===== src/rtl/simexp_pkg.sv =====
// Shared types and constants for the simultaneous exponentiation sequencer.
// Assumes a 4-slot operand store addressed by 2-bit codes.
package simexp_pkg;

    localparam int SLOT_W = 2;
    localparam logic [SLOT_W-1:0] SLOT_ACC = 2'd3;

    typedef enum logic [2:0] {
        ST_IDLE,
        ST_SQR,
        ST_SQR_WAIT,
        ST_MUL_WAIT,
        ST_ADVANCE,
        ST_SGL_WAIT
    } seq_state_t;

    // Map a non-zero {e1,e0} bit pair to its precomputed operand slot.
    function automatic logic [SLOT_W-1:0] pair_slot(input logic [1:0] pair);
        return pair - 2'd1;
    endfunction

endpackage


===== src/rtl/simexp_fifo.sv =====
// Entry queue for exponent material. Show-ahead read: rd_data is valid
// whenever empty is low. Pushes while full are discarded and flagged one
// cycle later. Assumes pop is only asserted while not empty.
module simexp_fifo #(
    parameter int DATA_W = 32,
    parameter int DEPTH  = 8
) (
    input  logic              clk,
    input  logic              rst_n,
    input  logic              push,
    input  logic [DATA_W-1:0] wr_data,
    input  logic              pop,
    output logic [DATA_W-1:0] rd_data,
    output logic              empty,
    output logic              full,
    output logic              drop
);
    localparam int PTR_W = (DEPTH > 1) ? $clog2(DEPTH) : 1;
    localparam int CNT_W = $clog2(DEPTH + 1);

    logic [DATA_W-1:0] mem [DEPTH];
    logic [PTR_W-1:0]  wr_ptr, rd_ptr;
    logic [CNT_W-1:0]  count;
    logic              do_wr, do_rd;

    assign full    = (count == CNT_W'(DEPTH));
    assign empty   = (count == '0);
    assign do_wr   = push && !full;
    assign do_rd   = pop && !empty;
    assign rd_data = mem[rd_ptr];

    // Next pointer value with wrap at the end of storage.
    function automatic logic [PTR_W-1:0] bump(input logic [PTR_W-1:0] p);
        return (p == PTR_W'(DEPTH - 1)) ? '0 : p + 1'b1;
    endfunction

    // Storage write; no reset needed for the data array.
    always_ff @(posedge clk) begin
        if (do_wr) mem[wr_ptr] <= wr_data;
    end

    // Pointers, occupancy and the discarded-push flag.
    always_ff @(posedge clk) begin
        if (!rst_n) begin
            wr_ptr <= '0;
            rd_ptr <= '0;
            count  <= '0;
            drop   <= 1'b0;
        end else begin
            drop <= push && full;
            if (do_wr) wr_ptr <= bump(wr_ptr);
            if (do_rd) rd_ptr <= bump(rd_ptr);
            case ({do_wr, do_rd})
                2'b10:   count <= count + 1'b1;
                2'b01:   count <= count - 1'b1;
                default: count <= count;
            endcase
        end
    end
endmodule


===== src/rtl/simexp_pair_scan.sv =====
// Holds one queue entry split into its e1 and e0 slices and presents the
// current bit pair, most significant first. load replaces the entry;
// advance moves to the next lower pair. last marks the bottom pair.
module simexp_pair_scan #(
    parameter int DATA_W = 32
) (
    input  logic              clk,
    input  logic              rst_n,
    input  logic              load,
    input  logic              advance,
    input  logic [DATA_W-1:0] entry,
    output logic [1:0]        pair,
    output logic              last
);
    localparam int SLICE_W = DATA_W / 2;
    localparam int CNT_W   = $clog2(SLICE_W);

    logic [SLICE_W-1:0] hi_q, lo_q;
    logic [CNT_W-1:0]   left_q;

    assign pair = {hi_q[SLICE_W-1], lo_q[SLICE_W-1]};
    assign last = (left_q == '0);

    // Load a fresh entry or shift both slices up by one bit.
    always_ff @(posedge clk) begin
        if (!rst_n) begin
            hi_q   <= '0;
            lo_q   <= '0;
            left_q <= '0;
        end else if (load) begin
            hi_q   <= entry[DATA_W-1:SLICE_W];
            lo_q   <= entry[SLICE_W-1:0];
            left_q <= CNT_W'(SLICE_W - 1);
        end else if (advance) begin
            hi_q   <= {hi_q[SLICE_W-2:0], 1'b0};
            lo_q   <= {lo_q[SLICE_W-2:0], 1'b0};
            left_q <= left_q - 1'b1;
        end
    end
endmodule


===== src/rtl/simexp_ctrl.sv =====
// Command sequencer. In auto mode it squares the accumulator for every bit
// pair and then multiplies by the slot the pair selects; in single mode it
// forwards the host's operand codes once. Assumes the multiplier answers
// each mul_start with exactly one mul_done at least one cycle later.
module simexp_ctrl
    import simexp_pkg::*;
(
    input  logic              clk,
    input  logic              rst_n,
    input  logic              start,
    input  logic              auto_run,
    input  logic [SLOT_W-1:0] x_sel,
    input  logic [SLOT_W-1:0] y_sel,
    input  logic [SLOT_W-1:0] dst_sel,
    input  logic              q_empty,
    output logic              q_pop,
    output logic              scan_adv,
    input  logic [1:0]        pair,
    input  logic              last,
    input  logic              mul_done,
    output logic              mul_start,
    output logic [SLOT_W-1:0] mul_x,
    output logic [SLOT_W-1:0] mul_y,
    output logic [SLOT_W-1:0] mul_dst,
    output logic              ready,
    output logic              busy,
    output logic              auto_q
);
    seq_state_t state;
    logic       idle_auto;

    assign busy      = (state != ST_IDLE);
    assign idle_auto = (state == ST_IDLE) && start && auto_run;
    // Fetch an entry on an auto start or when the current one is used up.
    assign q_pop     = !q_empty && (idle_auto || (state == ST_ADVANCE && last));
    // Step to the next lower pair inside the current entry.
    assign scan_adv  = (state == ST_ADVANCE) && !last;

    // State transitions and registered command/ready outputs.
    always_ff @(posedge clk) begin
        if (!rst_n) begin
            state     <= ST_IDLE;
            mul_start <= 1'b0;
            mul_x     <= '0;
            mul_y     <= '0;
            mul_dst   <= '0;
            ready     <= 1'b0;
            auto_q    <= 1'b0;
        end else begin
            mul_start <= 1'b0;
            ready     <= 1'b0;
            case (state)
                ST_IDLE: begin
                    if (start && auto_run) begin
                        auto_q <= 1'b1;
                        if (q_empty) ready <= 1'b1;
                        else         state <= ST_SQR;
                    end else if (start) begin
                        auto_q    <= 1'b0;
                        mul_start <= 1'b1;
                        mul_x     <= x_sel;
                        mul_y     <= y_sel;
                        mul_dst   <= dst_sel;
                        state     <= ST_SGL_WAIT;
                    end
                end
                ST_SQR: begin
                    mul_start <= 1'b1;
                    mul_x     <= SLOT_ACC;
                    mul_y     <= SLOT_ACC;
                    mul_dst   <= SLOT_ACC;
                    state     <= ST_SQR_WAIT;
                end
                ST_SQR_WAIT: begin
                    if (mul_done) begin
                        if (pair != 2'b00) begin
                            mul_start <= 1'b1;
                            mul_x     <= SLOT_ACC;
                            mul_y     <= pair_slot(pair);
                            mul_dst   <= SLOT_ACC;
                            state     <= ST_MUL_WAIT;
                        end else begin
                            state <= ST_ADVANCE;
                        end
                    end
                end
                ST_MUL_WAIT: begin
                    if (mul_done) state <= ST_ADVANCE;
                end
                ST_ADVANCE: begin
                    if (last && q_empty) begin
                        ready <= 1'b1;
                        state <= ST_IDLE;
                    end else begin
                        state <= ST_SQR;
                    end
                end
                ST_SGL_WAIT: begin
                    if (mul_done) begin
                        ready <= 1'b1;
                        state <= ST_IDLE;
                    end
                end
                default: state <= ST_IDLE;
            endcase
        end
    end
endmodule


===== src/rtl/simexp_seq.sv =====
// Top level of the dual-exponent sequencer: entry queue, pair scanner and
// command sequencer. The multiplier and operand store are external.
module simexp_seq #(
    parameter int DATA_W     = 32,
    parameter int FIFO_DEPTH = 8
) (
    input  logic              clk,
    input  logic              rst_n,
    input  logic [DATA_W-1:0] fifo_din,
    input  logic              fifo_push,
    output logic              fifo_full,
    output logic              fifo_drop,
    input  logic              start,
    input  logic              auto_run,
    input  logic [1:0]        x_sel,
    input  logic [1:0]        y_sel,
    input  logic [1:0]        dst_sel,
    output logic              ready,
    output logic              mul_start,
    output logic [1:0]        mul_x,
    output logic [1:0]        mul_y,
    output logic [1:0]        mul_dst,
    input  logic              mul_done
);
    logic [DATA_W-1:0] q_head;
    logic              fifo_empty, q_pop, scan_adv, last, busy, run_auto_q;
    logic [1:0]        pair;

    simexp_fifo #(.DATA_W(DATA_W), .DEPTH(FIFO_DEPTH)) u_fifo (
        .clk     (clk),
        .rst_n   (rst_n),
        .push    (fifo_push),
        .wr_data (fifo_din),
        .pop     (q_pop),
        .rd_data (q_head),
        .empty   (fifo_empty),
        .full    (fifo_full),
        .drop    (fifo_drop)
    );

    simexp_pair_scan #(.DATA_W(DATA_W)) u_scan (
        .clk     (clk),
        .rst_n   (rst_n),
        .load    (q_pop),
        .advance (scan_adv),
        .entry   (q_head),
        .pair    (pair),
        .last    (last)
    );

    simexp_ctrl u_ctrl (
        .clk       (clk),
        .rst_n     (rst_n),
        .start     (start),
        .auto_run  (auto_run),
        .x_sel     (x_sel),
        .y_sel     (y_sel),
        .dst_sel   (dst_sel),
        .q_empty   (fifo_empty),
        .q_pop     (q_pop),
        .scan_adv  (scan_adv),
        .pair      (pair),
        .last      (last),
        .mul_done  (mul_done),
        .mul_start (mul_start),
        .mul_x     (mul_x),
        .mul_y     (mul_y),
        .mul_dst   (mul_dst),
        .ready     (ready),
        .busy      (busy),
        .auto_q    (run_auto_q)
    );
endmodule


===== config.mk =====
export PLATFORM = sky130hd
export DESIGN_NAME = simexp_seq
export DESIGN_NICKNAME = d
export VERILOG_FILES = /design/src/rtl/simexp_pkg.sv /design/src/rtl/simexp_fifo.sv /design/src/rtl/simexp_pair_scan.sv /design/src/rtl/simexp_ctrl.sv /design/src/rtl/simexp_seq.sv
export SDC_FILE = /design/constraint.sdc
export NUM_CORES = 1
export LEC_CHECK = 0
export BUFFER_PORTS_ARGS = -buffer_cell sky130_fd_sc_hd__buf_2
export CORE_MARGIN = 1
export CORE_UTILIZATION = 65
export DETAILED_ROUTE_END_ITERATION = 10
export GPL_TIMING_DRIVEN = 0
export PLACE_DENSITY = 0.87
export SLEW_MARGIN = 25
export SYNTH_ARGS = -nofsm -noshare
export SYNTH_HDL_FRONTEND = slang
export SYNTH_SLANG_ARGS = --single-unit

===== constraint.sdc =====
create_clock -name clk -period 9.1 [get_ports clk]
set_input_delay 0.455 -clock clk [delete_from_list [all_inputs] [get_ports clk]]
set_output_delay 0.455 -clock clk [all_outputs]
set_load 0.01 [all_outputs]

# Word-level counts from Yosys, hierarchy flattened
# Memories as Yosys holds them, arrays and structs flattened. A register that Yosys moved wholly into a read port is not among the register bits.
# Cells that the tools add are included.
# word_totals
in_bits,44
ff_bits,58
ramBits,256
mem_count,1
elab_cells,106
# op_classes
n_eq_ne,18
muxes,45
reduce_logical,23
add_sub_neg,6
# memory_table
memory,depth,word_bits,rd,rd_clocked_by_memory_dff,write_ports,line_no,rtl
u_fifo.mem,8,32,1,1,1,simexp_fifo.sv:21,logic [DATA_W-1:0] mem [DEPTH];
# ops
cell,count
$mux 16,4
$mux 3,11
$mux 2,10
$pmux 2 s3,3
$pmux 3 s6,1
$eq 3x3->1 const B,4
$mux 1,11
$logic_and 1x1->1,10
$ne 2x2->1 const B,5
$reduce_and 5->1,2
$logic_not 4->1,2
$mux 4,2
$pmux 4 s2,1
$sub 4x1->4 const B,2
$add 3x1->3 const B,2
$eq 3x2->1 const B,2
$ne 3x3->1 const B,2
$pmux 1 s3,2
$reduce_bool 2->1,3
$add 4x1->4 const B,1
$eq 4x4->1 const B,1
$eq 3x1->1 const B,1
$logic_not 1->1,3
$logic_not 3->1,1
6 further kinds,6

# Logic depth before layout (Yosys ltp)
# depth
word_depth,8
mapped_depth,12

# Cells and area by module
# From an unflattened synthesis, not the netlist that was laid out.
# unflattened
cells_unflattened,732
area_unflattened_um2,12998.7
# by_module_without_submodules
module,seq_area_each_um2,area_each_um2,cells_each,n_inst
simexp_fifo,7967.6,10525.1,451,1
simexp_pair_scan,720.7,1762.9,193,1
simexp_ctrl,240.2,710.7,88,1

# Least setup slack after synthesis
# Ideal clock, no wire load.
# synth_path
kind,register to register
start,register u_fifo.count[1]
end,memory u_fifo.mem[0][0] (enable)
stages_incl_launch_ff,6
t_arrival_ns,3.951
n_path_buf,2
setup_ns,0.501
required_time_ns,8.599
path_slack_ns,4.648
period_less_slack_ns,4.452
path_cell_list,dfxtp_1 > buf_2 > nor4b_2 > nand2b_1 > buf_2 > nor4_1
# synth_via
elab_chain_len,5
# synth_rtl
item,line_no,rtl
from (decl),simexp_fifo.sv:23,logic [CNT_W-1:0] count;
from (signal assigned),simexp_fifo.sv:54,2'b10: count <= count + 1'b1;
from (signal assigned),simexp_fifo.sv:55,2'b01: count <= count - 1'b1;
from (signal assigned),simexp_fifo.sv:56,default: count <= count;
$eq 4x4->1,simexp_fifo.sv:26,assign full = (count == CNT_W'(DEPTH));
named net fifo_full,simexp_seq.sv:11,"output logic fifo_full,"
$logic_not 1->1,simexp_fifo.sv:28,assign do_wr = push && !full;
$logic_and 1x1->1,simexp_fifo.sv:28,
$mux 1,simexp_fifo.sv:39,if (do_wr) mem[wr_ptr] <= wr_data;
$mux 1 (not written as such),simexp_fifo.sv:39,
to (decl),simexp_fifo.sv:21,
# The timed path passes the listed nets, and every way through them passes these cells.

# Final worst setup path
# layout_path
start,register u_scan.left_q[0]
end,register u_fifo.count[3]
# layout_via
elab_chain_len,7
word_cells_on_any_way,9
classes_between,eq/ne (2); mux (1); reduce/logical (6)
# layout_rtl
item,line_no,rtl
from (decl),simexp_pair_scan.sv:19,logic [CNT_W-1:0] left_q;
from (signal assigned),simexp_pair_scan.sv:33,left_q <= CNT_W'(SLICE_W - 1);
from (signal assigned),simexp_pair_scan.sv:37,left_q <= left_q - 1'b1;
$logic_not 4->1 (*),simexp_pair_scan.sv:22,assign last = (left_q == '0);
$logic_and 1x1->1 (*),simexp_ctrl.sv:35,assign q_pop = !q_empty && (idle_auto || (state == ST_ADVANCE && last));
$logic_or 1x1->1 (*),simexp_ctrl.sv:35,
$logic_and 1x1->1 (*),simexp_ctrl.sv:35,
$logic_and 1x1->1 (*),simexp_fifo.sv:29,assign do_rd = pop && !empty;
$eq 2x1->1 or $eq 2x2->1 (tied branches),simexp_fifo.sv:53,"case ({do_wr, do_rd})"
$pmux 4 s2 or $reduce_bool 2->1 (tied branches),n/a,
# Mark *: on every way between the ends. The rest lies on a longest branch, timed or not.
# A chain may end at the register's enable or synchronous reset.

==> metrics.txt <==
Synthesized Nets=722; Yosys top cell by area=edfxtp_1; Layout Nets=837; clk_skew=0.0170 ns; clk_lat worst skew=0.55 ns; number of setup buffers added after CTS=0; Post-synth EDFFs=256; Startpoint Class=register; Cells after Synth=668; final core area utilization=76.3%; share of the synthesized area in the top cell type=61.8%; fmax=357 MHz; Worst-path clk slew=0.06 ns; first drt pass iteration count=6; grt ovf=0; clock root cell=clkbuf_16; CTS hold repair buffers=0; Post-synth top cells=edfxtp_1, mux2i_1, mux4_2, dfxtp_1, o22ai_1; Synth Cell Area=12400 um2; vias in the first global route=7274; site row count=50; Initial Util=66.5%; Slew @ Worst Pin=0.920 ns; Synth Flop Type=edfxtp_1; leakage=0.00492 uW; most frequent cell after synthesis=edfxtp_1; crit end category=register; slew margin rel.=38.7%; maximum VDD drop=0.163 mV; routability cong.=0.903; RSZ-0062 raised after global routing=false; multi-input logic area=3290 um2; wire length of the first global-routing pass=41.7 mm; yosys warns=0; CTS max path bufs=3; Area Overhead vs Synth=14.8%; htree depth=1; max-slew violation count=0; layout cells sized above 1=28.1%; sequential cell area=8910 um2; Fin. Hold Viols=0; detailed placement HPWL=17.0 mm; TritonCTS clock tree=built; Ports=54; antenna viol nets, final=0; vias per cell=6.65; total wire length=27.1 mm; Post-Synthesis Mean Instance Area=18.6 um2; Setup CP Type=reg -> reg; Area after DPL=13300 um2; Crit path arrival time=3.29 ns; Ant. Diodes=0; die width=140 um; # clock sinks=317; Die Span Y=140 um; Die Area=19700 um2; asr flop ratio synth=0%; outcome=completed; total negative slack=0 ns; largest net degree at the start of global routing=19; DRC viols=0; port bufs=53; Final period util=30.7%; all-layer global routing usage=28.9%; Final min period=2.80 ns; Data required, critical path=9.59 ns; post-route cell area=14300 um2; 1st-iter DRT viols=550; worst hold path type=in -> reg; register area share after synthesis=71.6%; synthesis-stage register bit count=317; vias=6920; final setup violation count=0; synth top area cells=edfxtp_1, mux4_2, dfxtp_1; pwr dens=252 nW/um2; # fillers=940; Max Cap Viol=0; TritonCTS buffer count=31; post_cts resized=0; crit-path max FO=11; core footprint=18700 um2; routed len/inst=26.1 um; initial antenna violation count=1; post-synth cell types=52
==> layout by cell type, fill, tap and decap left out, drive strengths merged, types with 6 or more instances in the layout <==
| master | instances |
|---|---|
| edfxtp | 256 |
| buf | 113 |
| mux2i | 66 |
| mux4 | 64 |
| dfxtp | 61 |
| clkbuf | 61 |
| o22ai | 31 |
| nor2 | 19 |
| a21oi | 12 |
| inv | 12 |
| nand2 | 10 |
| ha | 10 |
| nand2b | 9 |
| nor3 | 7 |
| a311oi | 6 |
| o21ai | 6 |
| clkinv | 6 |
==> final timing paths <==
| check | from | end | slack [ns] | depth (start not counted) |
|---|---|---|---|---|
| worst min-delay path | fifo_push | u_fifo.drop | 0.16 | 2 |
| worst max-delay path | u_scan.left_q[0] | u_fifo.count[3] | 6.30 | 11 |
| worst max register to register | u_scan.left_q[0] | u_fifo.count[3] | 6.30 | 11 |
| worst min register to register | u_ctrl.mul_x[0] | u_ctrl.mul_x[0] | 0.48 | 2 |
==> through the flow <==
step / cells / hold slack, ns / power (uW) / worst slack [ns]
final: 1041 / 0.159 / 3590 / 6.30
after global routing: 1041 / 0.175 / 3710 / 6.04
after CTS: 1041 / 0.151 / 3590 / 6.31
after detailed placement: 984 / 0.478 / 2390 / 6.35
after global placement: 955 / 0.452 / 2330 / 1.64
after floorplan: 668 / 0.486 / 2200 / 4.65
==> critical path, cell delays in order (launching register included) <==
cell and delay, ns:
dfxtp_1 0.33, inv_1 0.10, ha_1 0.17, nand4bb_1 0.19
a211oi_4 0.40, buf_6 0.21, ha_1 0.24, clkbuf_1 0.19
nor4bb_1 0.35, o21ai_0 0.20, a211o_1 0.29, nand2_1 0.06
==> routing by layer <==
| metal | up-vias | global-route usage [%] | part of all wire (%) |
|---|---|---|---|
| li1 | 2935 | - | - |
| met1 | 3534 | 36.1 | 37 |
| met2 | 371 | 51.5 | 53 |
| met3 | 78 | 5.09 | 7.4 |
| met4 | 2 | 9.66 | 2.8 |
| met5 | - | 0 | 0.059 |
==> where the power goes <==
group | leakage [uW] | switching, uW | internal (uW) | total (uW)
combinational | 0.00162 | 359 | 272 | 631
sequential | 0.00282 | 68.5 | 1680 | 1750
clock | 0.000481 | 512 | 701 | 1210
==> flip-flops by register name (all words and copies together) (netlist names), named ones only <==
| register | count |
|---|---|
| u_scan.left_q | 4 |
| u_ctrl.mul_y | 2 |
| u_ctrl.state | 3 |
| u_scan.lo_q | 16 |
| u_fifo.drop | 1 |
| u_fifo.mem | 256 |
| u_ctrl.mul_x | 2 |
| u_ctrl.mul_start | 1 |
| u_ctrl.mul_dst | 2 |
| u_fifo.rd_ptr | 3 |
| u_fifo.wr_ptr | 3 |
| u_ctrl.ready | 1 |
| u_fifo.count | 4 |
| u_scan.hi_q | 16 |
==> cell type report <==
cell class                 count  share of cell area, %
inverter                      11                  0.289
tap                          234                   2.05
sequential                   317                   62.4
clock inverter                 7                  0.254
timing repair buffer          82                   3.66
buffer                        42                   1.68
multi-input combinational    298                   23.1
clock buffer                  50                   6.57
==> kinds of logic (layout without fill, tap and decap cells) <==
| logic type | Yosys count | after routing | share of synthesized area [%] |
|---|---|---|---|
| DFF | 317 | 317 | 71.6 |
| muxes | 130 | 130 | 16.9 |
| xor gates and xnor gates | 7 | 7 | 0.493 |
| AOI/OAI and AO/OA | 78 | 78 | 4.28 |
| buffers and inverters | 53 | 192 | 2.26 |
| and+or+nand+nor | 73 | 73 | 3.42 |
| adders and majority gates | 10 | 10 | 1.01 |
Note: power is estimated with default switching activity, not from simulation.
